<file path="config.mk">
export PLATFORM = sky130hd
export DESIGN_NAME = ctl_serializer
export DESIGN_NICKNAME = d
export VERILOG_FILES = /design/src/rtl/cbs_pkg.sv /design/src/rtl/cbs_reset_sync.sv /design/src/rtl/cbs_slot_counter.sv /design/src/rtl/cbs_addr_map.sv /design/src/rtl/cbs_out_stage.sv /design/src/rtl/ctl_serializer.sv
export SDC_FILE = /design/constraint.sdc
export NUM_CORES = 1
export LEC_CHECK = 0
export ABC_AREA = 1
export BUFFER_PORTS_ARGS = -buffer_cell sky130_fd_sc_hd__buf_2
export CORE_AREA = 2 2 39 41
export CTS_CLUSTER_SIZE = 28
export DETAILED_ROUTE_END_ITERATION = 10
export DIE_AREA = 0 0 41 43
export GPL_ROUTABILITY_DRIVEN = 0
export HOLD_SLACK_MARGIN = 0.08
export MAX_ROUTING_LAYER = met4
export PLACE_DENSITY_LB_ADDON = 0.08
export SYNTH_ARGS = -nofsm -noshare
export SYNTH_HDL_FRONTEND = slang
export SYNTH_SLANG_ARGS = --single-unit
</file>
<file path="constraint.sdc">
create_clock -name clk -period 2.2 [get_ports clk]
set_clock_uncertainty 0.1 [all_clocks]
set_input_delay 0.22 -clock clk [delete_from_list [all_inputs] [get_ports clk]]
set_output_delay 0.22 -clock clk [all_outputs]
set_load 0.05 [all_outputs]
</file>
<file path="src/rtl/cbs_pkg.sv">
package cbs_pkg;
  localparam int unsigned CBS_STREAMS_DEF  = 8;
  localparam int unsigned CBS_CHANNELS_DEF = 32;
  localparam int unsigned CBS_LEAD_DEF     = 1;
endpackage

</file>
<file path="src/rtl/cbs_reset_sync.sv">
module cbs_reset_sync (
  input  logic clk,
  input  logic rst_n,
  output logic rst_sync_n
);
  logic meta_q;
  logic sync_q;

  always_ff @(posedge clk or negedge rst_n) begin
    if (!rst_n) begin
      meta_q <= 1'b0;
      sync_q <= 1'b0;
    end else begin
      meta_q <= 1'b1;
      sync_q <= meta_q;
    end
  end

  assign rst_sync_n = sync_q;
endmodule

</file>
<file path="src/rtl/cbs_slot_counter.sv">
module cbs_slot_counter #(
  parameter int unsigned NUM_SLOTS = 256,
  localparam int unsigned SLOT_W   = $clog2(NUM_SLOTS)
) (
  input  logic              clk,
  input  logic              rst_n,
  input  logic              frame_pulse,
  output logic [SLOT_W-1:0] slot_q,
  output logic [SLOT_W-1:0] slot_next,
  output logic              synced_q
);
  localparam logic [SLOT_W-1:0] LAST_SLOT = SLOT_W'(NUM_SLOTS - 1);

  logic synced_d;

  // next-state
  always_comb begin
    if (frame_pulse) begin
      slot_next = '0;
    end else if (slot_q == LAST_SLOT) begin
      slot_next = '0;
    end else begin
      slot_next = slot_q + SLOT_W'(1);
    end
    synced_d = synced_q | frame_pulse;
  end

  // registers
  always_ff @(posedge clk or negedge rst_n) begin
    if (!rst_n) begin
      slot_q   <= '0;
      synced_q <= 1'b0;
    end else begin
      slot_q   <= slot_next;
      synced_q <= synced_d;
    end
  end
endmodule

</file>
<file path="src/rtl/cbs_addr_map.sv">
module cbs_addr_map #(
  parameter int unsigned NUM_STREAMS  = 8,
  parameter int unsigned NUM_CHANNELS = 32,
  parameter int unsigned LEAD         = 1,
  localparam int unsigned NUM_SLOTS   = NUM_STREAMS * NUM_CHANNELS,
  localparam int unsigned SLOT_W      = $clog2(NUM_SLOTS),
  localparam int unsigned ADDR_W      = $clog2(NUM_SLOTS)
) (
  input  logic [SLOT_W-1:0] slot,
  output logic [ADDR_W-1:0] addr
);
  int unsigned stream_idx;
  int unsigned chan_idx;

  // Within a channel period the streams are interleaved, stream 0 first;
  // the channel is advanced by the lead so the line runs ahead of the data.
  always_comb begin
    stream_idx = int'(slot) % NUM_STREAMS;
    chan_idx   = ((int'(slot) / NUM_STREAMS) + LEAD) % NUM_CHANNELS;
    addr       = ADDR_W'(stream_idx * NUM_CHANNELS + chan_idx);
  end
endmodule

</file>
<file path="src/rtl/cbs_out_stage.sv">
module cbs_out_stage (
  input  logic synced,
  input  logic rd_data,
  output logic ctl_out
);
  // Memory output register doubles as the line register; gated low until aligned.
  assign ctl_out = synced & rd_data;
endmodule

</file>
<file path="src/rtl/ctl_serializer.sv">
module ctl_serializer #(
  parameter int unsigned NUM_STREAMS  = cbs_pkg::CBS_STREAMS_DEF,
  parameter int unsigned NUM_CHANNELS = cbs_pkg::CBS_CHANNELS_DEF,
  parameter int unsigned LEAD         = cbs_pkg::CBS_LEAD_DEF,
  localparam int unsigned NUM_SLOTS   = NUM_STREAMS * NUM_CHANNELS,
  localparam int unsigned SLOT_W      = $clog2(NUM_SLOTS),
  localparam int unsigned ADDR_W      = $clog2(NUM_SLOTS)
) (
  input  logic              clk,
  input  logic              rst_n,
  input  logic              frame_pulse,
  output logic [ADDR_W-1:0] rd_addr,
  input  logic              rd_data,
  output logic              ctl_out
);
  logic              rst_sync_n;
  logic [SLOT_W-1:0] slot_q;
  logic [SLOT_W-1:0] slot_next;
  logic              synced_q;

  cbs_reset_sync u_rst (
    .clk        (clk),
    .rst_n      (rst_n),
    .rst_sync_n (rst_sync_n)
  );

  cbs_slot_counter #(.NUM_SLOTS(NUM_SLOTS)) u_cnt (
    .clk         (clk),
    .rst_n       (rst_sync_n),
    .frame_pulse (frame_pulse),
    .slot_q      (slot_q),
    .slot_next   (slot_next),
    .synced_q    (synced_q)
  );

  // Address for the next slot, one bit period early for the registered memory.
  cbs_addr_map #(
    .NUM_STREAMS  (NUM_STREAMS),
    .NUM_CHANNELS (NUM_CHANNELS),
    .LEAD         (LEAD)
  ) u_map (
    .slot (slot_next),
    .addr (rd_addr)
  );

  cbs_out_stage u_out (
    .synced  (synced_q),
    .rd_data (rd_data),
    .ctl_out (ctl_out)
  );
endmodule

</file>
== Word level (Yosys, flattened, before mapping) ==
Index checks and enable logic that the tools add are counted.

* Magnitude comparators: 0
* Multiply operators: 0
* Add/sub/neg operators: 3
* Bitwise gates (word level): 2
* Equality and inequality tests: 1
* Divide/modulo/power cells: 0
* Muxes and demuxes: 2
* Shift-type cells: 0
* Reductions and logical operators: 0

{| class="wikitable"
|+ Operators by type and width
! kind !! number
|-
| 2-to-1 mux 8 bit || 2
|-
| adder 8 x 1 -> 8 bit, second input constant || 1
|-
| adder 8 x 5 -> 8 bit || 1
|-
| equality test 8 bit, second input constant || 1
|-
| adder 5 x 1 -> 5 bit, second input constant || 1
|-
| AND 1 bit || 1
|-
| OR 1 bit || 1
|}

* Memory bits (read-only): 0
* Memories kept: 0
* Output and inout port bits: 9
* Word-level logic and storage cells: 12
* Bits in writable memories: 0
* Register bits after elaboration: 11
* Latch bits: 0
* Bits of input ports: 4

== Logic depth before layout (Yosys ltp) ==
Gate-level depths: netlist of the first run.

* Word-level depth: 5
* Depth in mapped cells: 10
* Depth with buffers taken out: 10

== Cells and area by module ==
Synthesis of the first run repeated with hierarchy kept, for this count alone.

* Cell total of the unflattened synthesis: 72
* Area total of the unflattened synthesis: 585.6 um2

{| class="wikitable"
|+ Modules (own cells, without submodules)
! module !! instances !! area each (um2) !! cells each !! sequential area each (um2)
|-
| cbs_slot_counter || 1 || 431.7 || 51 || 225.2
|-
| cbs_addr_map || 1 || 92.6 || 16 || 0.0
|-
| cbs_reset_sync || 1 || 53.8 || 3 || 50.0
|-
| cbs_out_stage || 1 || 7.5 || 2 || 0.0
|}

== Least setup slack after synthesis of the first run ==
OpenSTA, ideal clock, no wires.

* Kind: register to output
* Start point: reg u_cnt.slot_q[0]
* End point: out rd_addr[2]
* Data arrival time: 2.093 ns
* Path buffers: 0
* Stages on the path, launching flop included: 9
* Setup slack: -0.213 ns
* Required time: 1.880 ns
* Path through: dfrtp_1 -> ha_1 -> nand2_2 -> nor2_4 -> nand2_1 -> nand2_2 -> nor2_2 -> ha_1 -> xor2_1

* Longest elaborated chain between the ends: 5

{| class="wikitable"
|+ RTL lines
! element !! line !! RTL
|-
| from (decl) || cbs_slot_counter.sv:8 || <nowiki>output logic [SLOT_W-1:0] slot_q,</nowiki>
|-
| from (signal assigned) || cbs_slot_counter.sv:34 || <nowiki>slot_q <= slot_next;</nowiki>
|-
| adder 8 x 1 -> 8 bit or equality test 8 bit (tied branches) || cbs_slot_counter.sv:23, cbs_slot_counter.sv:20 ||
|-
| 2-to-1 mux 8 bit * || cbs_slot_counter.sv:20 || <nowiki>end else if (slot_q == LAST_SLOT) begin</nowiki>
|-
| 2-to-1 mux 8 bit * || cbs_slot_counter.sv:18 || <nowiki>if (frame_pulse) begin</nowiki>
|-
| net slot_next[3] || ctl_serializer.sv:18 || <nowiki>logic [SLOT_W-1:0] slot_next;</nowiki>
|-
| adder 5 x 1 -> 5 bit * || cbs_addr_map.sv:19 || <nowiki>chan_idx = ((int'(slot) / NUM_STREAMS) + LEAD) % NUM_CHANNELS;</nowiki>
|-
| adder 8 x 5 -> 8 bit * || cbs_addr_map.sv:20 || <nowiki>addr = ADDR_W'(stream_idx * NUM_CHANNELS + chan_idx);</nowiki>
|-
| to (decl) || ctl_serializer.sv:12 || <nowiki>output logic [ADDR_W-1:0] rd_addr,</nowiki>
|}

Mark *: on every way through the listed nets, which the timed path passes. The rest lies on a longest branch.

== Final worst setup path of the first run ==
* Start point: reg u_cnt.slot_q[0]
* End point: out rd_addr[4]

* Longest elaborated chain between the ends: 5

{| class="wikitable"
|+ RTL lines
! element !! line
|-
| adder 8 x 1 -> 8 bit or equality test 8 bit (tied branches) || cbs_slot_counter.sv:23, cbs_slot_counter.sv:20
|-
| 2-to-1 mux 8 bit * || cbs_slot_counter.sv:20
|-
| 2-to-1 mux 8 bit * || cbs_slot_counter.sv:18
|-
| adder 5 x 1 -> 5 bit * || cbs_addr_map.sv:19
|-
| adder 8 x 5 -> 8 bit * || cbs_addr_map.sv:20
|}

Mark *: on every way between the ends. The rest lies on a longest branch, timed or not.

==> metrics.md, run 1 <==
| Metric | Value |
|---|---|
| Final net count | 104 |
| Yosys top cell area share | 0.441 |
| Vias/cell | 4.66 |
| CP Capture Type | output pin |
| Port Buffer Count | 12 |
| Layout cells sized above 1 | 0.402 |
| Antenna diode instance count | 0 |
| Fmax | 472 MHz |
| Initial DRC Count | 6 |
| Clk_lat worst skew | 0.27 ns |
| Min Clock Period, post-route | 2.12 ns |
| Core Region | 1380 um2 |
| Initial antenna violation count | 0 |
| Reg clk slew, reported paths | 0.08 ns |
| I/O Pins | 13 |
| Overall Power | 0.000408 W |
| Critical path required time | 1.88 ns |
| FF-to-FF setup slack | 0.83 ns |
| Most frequent cells in the layout | 17 x nand2_1, 11 x dfrtp_1, 9 x inv_1, 9 x buf_2, 7 x nor2_1 |
| Synthesized net count | 81 |
| Rows | 14 |
| Min-delay worst type | in -> reg |
| #FFs+latches synth | 11 |
| Final Max Slew Viols | 0 |
| First-pass GRT wire length | 2040 um |
| Syn Area/Cell | 8.32 um2 |
| Antenna-violating nets left | 0 |
| Setup Viol. Count Final | 0 |
| Worst setup margin | 0.0807 ns |
| Largest net degree at the start of global routing | 8 |
| Leak Pwr | 0.410 nW |
| CTS tree | built |
| CTS max path bufs | 2 |
| Crit-path max FO | 3 |
| Post-Syn Area | 624 um2 |
| Detailed Route WL | 1230 um |
| Post-synthesis cell count | 75 |
| Total number of vias | 527 |
| Chip width | 41 um |
| Cell taking the most area after synthesis | dfrtp_1 |
| Synth area leaders | dfrtp_1 44%, nand2_1 10%, inv_1 5.4%, nor2_4 5.4%, nor2_1 4.8% |
| Critical path startpoint category | flip-flop |
| Pre-CTS setup slack | 0.106 ns |
| Routed wire per std cell | 10.9 um |
| VDD IR max | 0.000409 V |
| Drt drc | 0 |
| Worst setup path end | rd_addr[4] |
| Max Cap Violations | 0 |
| Synth warnings | 0 |
| CTS H-tree depth | 1 |
| Final Hold Vio Count | 0 |
| CTS root buf | clkbuf_4 |
| RSZ-0062 raised after global routing | yes |
| Hold slack | 0.113 ns |
| Kind of critical path | reg -> out |
| Num CTS Buffers | 3 |
| RR Endpoint | u_cnt.slot_q[7] |
| Detailed Routing Iterations Pass 1 | 4 |
| Worst reg2reg path depth | 7 |
| Synth cell types | 19 |
| Critical path arrival | 1.80 ns |
| Vias in the first global route | 498 |
| Total grt overflow | 0 |
| Initial Util | 0.451 |
| CP Launch Point | u_cnt.slot_q[0] |
| Clock sinks | 11 |
| Run status | finished clean |
| Pwr Density | 478 nW/um2 |
| Part of the cycle the worst path needs | 0.963 |
| Die Y | 43 um |
| Total track usage | 0.183 |
| RR Startpoint | u_cnt.slot_q[0] |
| Hpwl dp | 876 um |
| Commonest non-fill, non-tap cell in the layout | nand2_1 |
| Layout area overhead | 36.7% |
| Die area | 1760 um2 |
| Post-synthesis sequential area ratio | 0.441 |
[registers in the layout (all words and copies together) (netlist names)]
| name | count |
|---|---|
| u_rst.rst_sync_n | 1 |
| u_cnt.synced_q | 1 |
| u_cnt.slot_q | 8 |
| u_rst.meta_q | 1 |
[how the worst min path moves through the flow]
stage | startpoint | to | slack (ns) | cells after the start
final | frame_pulse | u_cnt.slot_q[4] | 0.11 | 2
after global routing | frame_pulse | u_cnt.slot_q[4] | 0.14 | 2
after CTS | frame_pulse | u_cnt.slot_q[4] | 0.11 | 2
after detailed placement | rst_n | u_rst.meta_q | -0.09 | 1
after global placement | rst_n | u_rst.meta_q | -0.09 | 1
after floorplan | rst_n | u_rst.meta_q | -0.18 | 0
[layer usage]
layer  wire length [um]  track usage  up-vias
met5                  0            -        -
met1                558        0.243      245
li1                   -            -      270
met4                 15        0.120        0
met2                606        0.247       10
met3                 49       0.0314        2
[stage by stage]
stage,instance area (um2),std cells,setup TNS (ns),util
after floorplan,632,75,0,-
after CTS,802,110,0,0.580
final,853,113,0,0.617
after global placement,704,102,0,0.509
after detailed placement,704,102,0,0.509
after global routing,853,113,-0.0451,0.617
[critical path: stages (launching register included)]
cell and delay, ns:
dfrtp_1 0.39, ha_2 0.21, nand2_4 0.08, nor2_4 0.05
xnor2_2 0.15, nor2_2 0.15, ha_4 0.17, nand3_2 0.07
nand2_1 0.06, nand2_1 0.06, buf_6 0.15
[logic make-up (layout without fill, tap and decap cells)]
| family | Yosys count | in the layout | synth area share |
|---|---|---|---|
| AOI/OAI and AO/OA | 2 | 2 | 0.0160 |
| xor gates and xnor gates | 3 | 3 | 0.0421 |
| adders and majority gates | 2 | 2 | 0.0401 |
| buffers and inverters | 12 | 34 | 0.0902 |
| DFF | 11 | 11 | 0.441 |
| other | 1 | 1 | 0.00601 |
| and+or+nand+nor | 44 | 44 | 0.365 |
[power by group]
| group | switching [W] | internal, W | total, W |
|---|---|---|---|
| combinational | 0.0000401 | 0.0000201 | 0.0000602 |
| clock | 0.0000679 | 0.0000672 | 0.000135 |
| sequential | 0.00000447 | 0.000208 | 0.000213 |
[what timing repair did]
item	4_1_cts	5_1_grt
pin swaps	2	3
hold endpoints to repair	7	0
hold buffers	3	0
gates cloned	0	0
endpoints found under the setup margin	3	4
buffers inserted	1	3
gates resized for setup	7	8
[area by class of cell]
type | count | area (um2)
multi-input combinational | 52 | 343
clock inverter | 1 | 5.00
clock buffer | 3 | 22.5
fill | 138 | 531
inverter | 9 | 33.8
timing repair buffer | 21 | 154
sequential | 11 | 275
tap | 16 | 20.0
[Yosys cell counts, drive strengths merged]
library cell	n
nand3b	1
or2	1
nand4	1
conb	1
nor3b	1
inv	9
ha	2
dfrtp	11
buf	3
nor2	14
nand2	20
xnor2	1
nand3	6
a21oi	2
xor2	2
Note: power is estimated with default switching activity, not from simulation.
==> run 2, diff against run 1 <==
--- a/config.mk
+++ b/config.mk
@@ -6,7 +6,7 @@
 export NUM_CORES = 1
 export LEC_CHECK = 0
 export ABC_AREA = 1
-export BUFFER_PORTS_ARGS = -buffer_cell sky130_fd_sc_hd__buf_2
+export BUFFER_PORTS_ARGS = -buffer_cell sky130_fd_sc_hd__buf_4
 export CORE_AREA = 2 2 39 41
 export CTS_CLUSTER_SIZE = 28
 export DETAILED_ROUTE_END_ITERATION = 10
==> metrics.md, run 2 (same netlist as run 1, synthesis figures left out) <==
| Metric | Value |
|---|---|
| Run status | finished clean |
| Comb power frac | 0.160 (+0.012) |
| Final Max Slew Viols | 0 (unchanged) |
| Vias/cell | 4.77 (+2.3%) |
| Min Clock Period, post-route | 2.12 ns (+0.00504 ns) |
| Psw | 0.000107 W (-5.0%) |
| First-pass GRT wire length | 2170 um (+6.1%) |
| RR Startpoint | u_cnt.slot_q[1] |
| Layout cells sized above 1 | 0.423 (+0.0206) |
| Drt drc | 0 (unchanged) |
| Part of the cycle the worst path needs | 0.966 (+0.00229) |
| Max Cap Violations | 0 (unchanged) |
| Rows | 14 (unchanged) |
| Sw frac | 0.261 (-0.0150) |
| Setup Viol. Count Final | 0 (unchanged) |
| CP Launch Point | u_cnt.slot_q[1] |
| RSZ-0062 raised after global routing | yes |
| Antenna-violating nets left | 0 (unchanged) |
| Clock share of power | 0.322 (-0.009) |
| Die Y | 43 um (unchanged) |
| Hpwl dp | 964 um (+10%) |
| Sequential cell area | 275 um2 (unchanged) |
| Final Hold Vio Count | 0 (unchanged) |
| Most flops, register | u_cnt.slot_q |
| Die area | 1760 um2 (unchanged) |
| Core Region | 1380 um2 (unchanged) |
| Max FFs per register | 8 (unchanged) |
| Min-delay worst type | in -> async |
| Sequential Power Share | 0.517 (-0.004) |
| Reg clk slew, reported paths | 0.06 ns (-0.02 ns) |
| Hold slack | 0.180 ns (+0.0669 ns) |
| VDD IR max | 0.000366 V (-11%) |
| CTS max path bufs | 2 (unchanged) |
| Critical path arrival | 1.80 ns (about the same) |
| Detailed Route WL | 1320 um (+7.2%) |
| Clock sinks | 11 (unchanged) |
| Placed Cells | 103 (+0.98%) |
| Initial DRC Count | 5 (-1) |
| Filler cells | 126 (-8.7%) |
| CTS root buf | clkbuf_4 |
| CTS H-tree depth | 1 (unchanged) |
| Largest net degree at the start of global routing | 10 (+2) |
| Chip width | 41 um (unchanged) |
| Vias in the first global route | 519 (+4.2%) |
| Worst setup margin | 0.0757 ns (-0.00504 ns) |
| I/O Pins | 13 (unchanged) |
| Critical path startpoint category | flip-flop |
| Total number of vias | 539 (+2.3%) |
| Commonest non-fill, non-tap cell in the layout | nand2_1 |
| Final net count | 104 (unchanged) |
| Total grt overflow | 0 (unchanged) |
| Port Buffer Count | 12 (unchanged) |
| Antenna diode instance count | 0 (unchanged) |
| P_int | 0.000303 W (+2.6%) |
| Fin cells | 113 (unchanged) |
| Initial Util | 0.451 (unchanged) |
| Routed wire per std cell | 11.7 um (+7.2%) |
| Initial antenna violation count | 0 (unchanged) |
| FF-to-FF setup slack | 0.82 ns (about the same) |
| Num CTS Buffers | 3 (unchanged) |
| Crit-path max FO | 3 (unchanged) |
| Detailed Routing Iterations Pass 1 | 4 (unchanged) |
| Pre-CTS setup slack | 0.165 ns (+0.0589 ns) |
| Kind of critical path | reg -> out |
| Clk_lat worst skew | 0.26 ns (about the same) |
| CTS tree | built |
| Fmax | 471 MHz (-0.24%) |
| Critical path required time | 1.88 ns (about the same) |
| CP Capture Type | output pin |
| Footprint of the multi-input gates | 349 um2 (+1.8%) |
| Layout area overhead | 41.1% |
| Leak Pwr | 0.399 nW (-2.7%) |
| Most frequent cells in the layout | 16 x nand2_1, 15 x buf_4, 11 x dfrtp_1 |
| Total track usage | 0.196 (+0.0136) |
| Pwr Density | 466 nW/um2 (-2.6%) |
run 2: cell type report:
type | count | share of cell area
Tap cell | 16 | 0.0227
Sequential cell | 11 | 0.312
Multi-Input combinational cell | 52 | 0.396
Inverter | 9 | 0.0384
Timing Repair Buffer | 21 | 0.200
Clock buffer | 4 | 0.0298
run 2: routing by layer:
layer,global-route usage,vias up,share of wire
li1,-,273,-
met1,0.212,252,0.43
met2,0.306,10,0.51
met3,0.0471,4,0.034
met4,0.120,0,0.026
met5,-,-,0
run 2: critical path, cell delays in order, from the launching register on:
cell	delay (ns)
dfrtp_1	0.36
ha_2	0.19
nand2_2	0.07
nor2_4	0.17
nand2_1	0.09
nand2_2	0.09
nor2_4	0.05
ha_4	0.18
xor2_2	0.16
buf_6	0.17
run 2: power by group through the flow:
stage          clock network, W  logic (W)  registers, W
3_3_place_gp                  0  0.0000512      0.000220
4_1_cts                0.000138  0.0000648      0.000212
2_1_floorplan                 0  0.0000391      0.000218
3_5_place_dp                  0  0.0000510      0.000220
6_report               0.000132  0.0000658      0.000212
5_1_grt                0.000144  0.0000712      0.000213
run 2: worst paths after layout:
path | end | depth (start not counted)
min in group clk | u_rst.rst_sync_n | 0
setup reg to reg | u_cnt.slot_q[0] | 7
max in group asynchronous | u_cnt.slot_q[1] | 1
hold reg to reg | u_rst.rst_sync_n | 0
hold / removal | u_rst.meta_q | 2
setup / recovery | rd_addr[2] | 9
run 2: what timing repair did:
| item | CTS | global route |
|---|---|---|
| endpoints found under the setup margin | 2 | 3 |
| hold buffers | 3 | 0 |
| hold endpoints to repair | 12 | 0 |
| buffers inserted | 3 | 0 |
| cloned | 0 | 0 |
| pin swaps | 2 | 9 |
| gates resized for setup | 4 | 10 |
run 2: metrics by stage:
stage | cell area, um2 | utilization | total power (W) | TNS (ns)
final | 881 | 0.637 | 0.000410 | 0
after global routing | 881 | 0.637 | 0.000428 | -0.135
after CTS | 840 | 0.607 | 0.000414 | 0
after detailed placement | 742 | 0.536 | 0.000271 | 0
after global placement | 742 | 0.536 | 0.000271 | 0
after floorplan | 632 | - | 0.000257 | 0
==> run 3, diff against run 2 <==
--- a/config.mk
+++ b/config.mk
@@ -15,6 +15,7 @@
 export HOLD_SLACK_MARGIN = 0.08
 export MAX_ROUTING_LAYER = met4
 export PLACE_DENSITY_LB_ADDON = 0.08
+export SETUP_SLACK_MARGIN = 0.1
 export SYNTH_ARGS = -nofsm -noshare
 export SYNTH_HDL_FRONTEND = slang
 export SYNTH_SLANG_ARGS = --single-unit
==> metrics.md, run 3 (same netlist as run 1, synthesis figures left out) <==
| Metric | Value |
|---|---|
| Initial Util | 0.451 (unchanged) |
| Critical path startpoint category | flip-flop |
| M2 GR Usage | 0.325 (+0.0187) |
| Antenna diode instance count | 0 (unchanged) |
| Comb power frac | 0.164 (+0.004) |
| Critical path arrival | 1.78 ns (-0.02 ns) |
| Initial DRC Count | 5 (unchanged) |
| Initial antenna violation count | 0 (unchanged) |
| Worst reg2reg path depth | 7 (unchanged) |
| Total grt overflow | 0 (unchanged) |
| Final Max Slew Viols | 0 (unchanged) |
| Layout cells sized above 1 | 0.412 (-0.0103) |
| Worst setup path end | rd_addr[4] |
| GRT met3 Usage | 0.0471 (unchanged) |
| Footprint of the multi-input gates | 349 um2 (unchanged) |
| Clock sinks | 11 (unchanged) |
| Final Hold Vio Count | 0 (unchanged) |
| Worst setup margin | 0.0956 ns (+0.0200 ns) |
| Run status | finished clean |
| Rows | 14 (unchanged) |
| Largest net degree at the start of global routing | 10 (unchanged) |
| Critical path cell sequence | ha_2 -> nand2_2 -> nor2_4 -> xnor2_2 -> nor2_2 -> ha_4 -> nand3_2 -> nand2_1 -> nand2_1 -> buf_6 |
| Grt peak-use layer | met2 |
| Hpwl dp | 964 um (unchanged) |
| Pre-CTS setup slack | 0.165 ns (unchanged) |
| RR Endpoint | u_cnt.slot_q[3] |
| Chip width | 41 um (unchanged) |
| Min-delay worst type | in -> async |
| Most frequent cells in the layout | 16 x nand2_1, 14 x buf_4, 11 x dfrtp_1 |
| Clk_lat worst skew | 0.26 ns (about the same) |
| Most flops, register | u_cnt.slot_q |
| Sequential cell area | 275 um2 (unchanged) |
| Detailed Routing Iterations Pass 1 | 4 (unchanged) |
| Detailed Route WL | 1350 um (+2.3%) |
| Grt met1 use | 0.216 (+0.00417) |
| RSZ-0062 raised after global routing | yes |
| Total track usage | 0.204 (+0.00756) |
| Vias in the first global route | 542 (+4.4%) |
| Antenna-violating nets left | 0 (unchanged) |
| Fin cells | 113 (unchanged) |
| Commonest non-fill, non-tap cell in the layout | nand2_1 |
| Routed wire per std cell | 11.9 um (+2.3%) |
| RR Startpoint | u_cnt.slot_q[1] |
| Core Region | 1380 um2 (unchanged) |
| Die area | 1760 um2 (unchanged) |
| Num CTS Buffers | 3 (unchanged) |
| FF-to-FF setup slack | 0.84 ns (+0.02 ns) |
| CP Launch Point | u_cnt.slot_q[1] |
| P_int | 0.000304 W (+0.24%) |
| CP Capture Type | output pin |
| Overall Power | 0.000410 W (about the same) |
| Filler cells | 130 (+3.2%) |
| Final net count | 104 (unchanged) |
| CP max stage cell | dfrtp_1 |
| Slowest cell delay on critical path | 0.39 ns (+0.03 ns) |
| CTS max path bufs | 2 (unchanged) |
| Die Y | 43 um (unchanged) |
| Part of the cycle the worst path needs | 0.957 (-0.00907) |
| Clock share of power | 0.318 (-0.004) |
| I/O Pins | 13 (unchanged) |
| Setup_tns | 0 ns (unchanged) |
| Max Cap Violations | 0 (unchanged) |
| VDD IR max | 0.000368 V (+0.63%) |
| Vias/cell | 4.74 (-0.56%) |
| Max FFs per register | 8 (unchanged) |
| Pwr Density | 464 nW/um2 (-0.45%) |
| Crit-path max FO | 3 (unchanged) |
| Layout area overhead | 41.7% |
| Leak Pwr | 0.400 nW (+0.48%) |
| First-pass GRT wire length | 2250 um (+3.8%) |
| Psw | 0.000106 W (-0.77%) |
| Sequential Power Share | 0.518 (about the same) |
| Total number of vias | 536 (-0.56%) |
| Reg clk slew, reported paths | 0.06 ns (about the same) |
| Critical path required time | 1.88 ns (about the same) |
| Setup Viol. Count Final | 0 (unchanged) |
| Sw frac | 0.259 (-0.00195) |
| CTS root buf | clkbuf_4 |
| Placed Cells | 103 (unchanged) |
| Drt drc | 0 (unchanged) |
| Port Buffer Count | 12 (unchanged) |
| Kind of critical path | reg -> out |
| CTS tree | built |
| Fmax | 475 MHz (+0.95%) |
| CP dominant cell by count | nand2_1 |
| CTS H-tree depth | 1 (unchanged) |
| Min Clock Period, post-route | 2.10 ns (-0.0200 ns) |
run 3: worst min-delay path by stage:
| stage | startpoint | end | slack [ns] | cells past startpoint |
|---|---|---|---|---|
| 3_3_place_gp | rst_n | u_rst.meta_q | -0.1 | 1 |
| 4_1_cts | rst_n | u_rst.meta_q | 0.16 | 2 |
| 2_1_floorplan | rst_n | u_rst.meta_q | -0.18 | 0 |
| 5_1_grt | rst_n | u_rst.meta_q | 0.19 | 2 |
| 3_5_place_dp | rst_n | u_rst.meta_q | -0.1 | 1 |
| 6_report | rst_n | u_rst.meta_q | 0.18 | 2 |
run 3: through the flow:
| stage | cell area [um2] | hold WS (ns) | utilization |
|---|---|---|---|
| 2_1_floorplan | 632 | -0.176 | - |
| 3_3_place_gp | 742 | -0.0962 | 0.536 |
| 3_5_place_dp | 742 | -0.0964 | 0.536 |
| 4_1_cts | 866 | 0.161 | 0.626 |
| 5_1_grt | 885 | 0.186 | 0.639 |
| 6_report | 885 | 0.184 | 0.639 |
run 3: cell type report:
cell class | count | share of cell area
multi-input cells | 52 | 0.395
inverters | 9 | 0.0382
repair buffers | 21 | 0.204
flip-flops and latches | 11 | 0.311
clock buffers | 4 | 0.0297
well taps | 16 | 0.0226
run 3: worst max-delay path: cells and delay by family, from the launching register on:
family,cells,cell delay (ns)
adder cells (fa/ha/maj),2,0.38
AND/OR/NAND/NOR,6,0.47
buffers and inverters,1,0.15
flip-flops,1,0.39
XOR/XNOR,1,0.14
run 3: routing by layer:
layer	vias to the layer above	share of wire
met3	2	0.030
met5	-	0
met4	0	0.015
li1	271	-
met2	10	0.53
met1	253	0.42
run 3: power groups by stage:
stage,registers [W],clock network [W],logic [W]
finish,0.000212,0.000131,0.0000671
global route,0.000213,0.000144,0.0000722
CTS,0.000212,0.000138,0.0000655
detailed placement,0.000220,0,0.0000510
global placement,0.000220,0,0.0000512
floorplan,0.000218,0,0.0000391
run 3: repair_timing:
item | 4_1_cts | 5_1_grt
gates cloned | 0 | 0
gates resized for setup | 10 | 4
setup buffers | 3 | 0
hold buffers | 3 | 0
pin swaps | 3 | 3
endpoints found under the hold margin | 12 | 0
setup endpoints to repair | 4 | 3
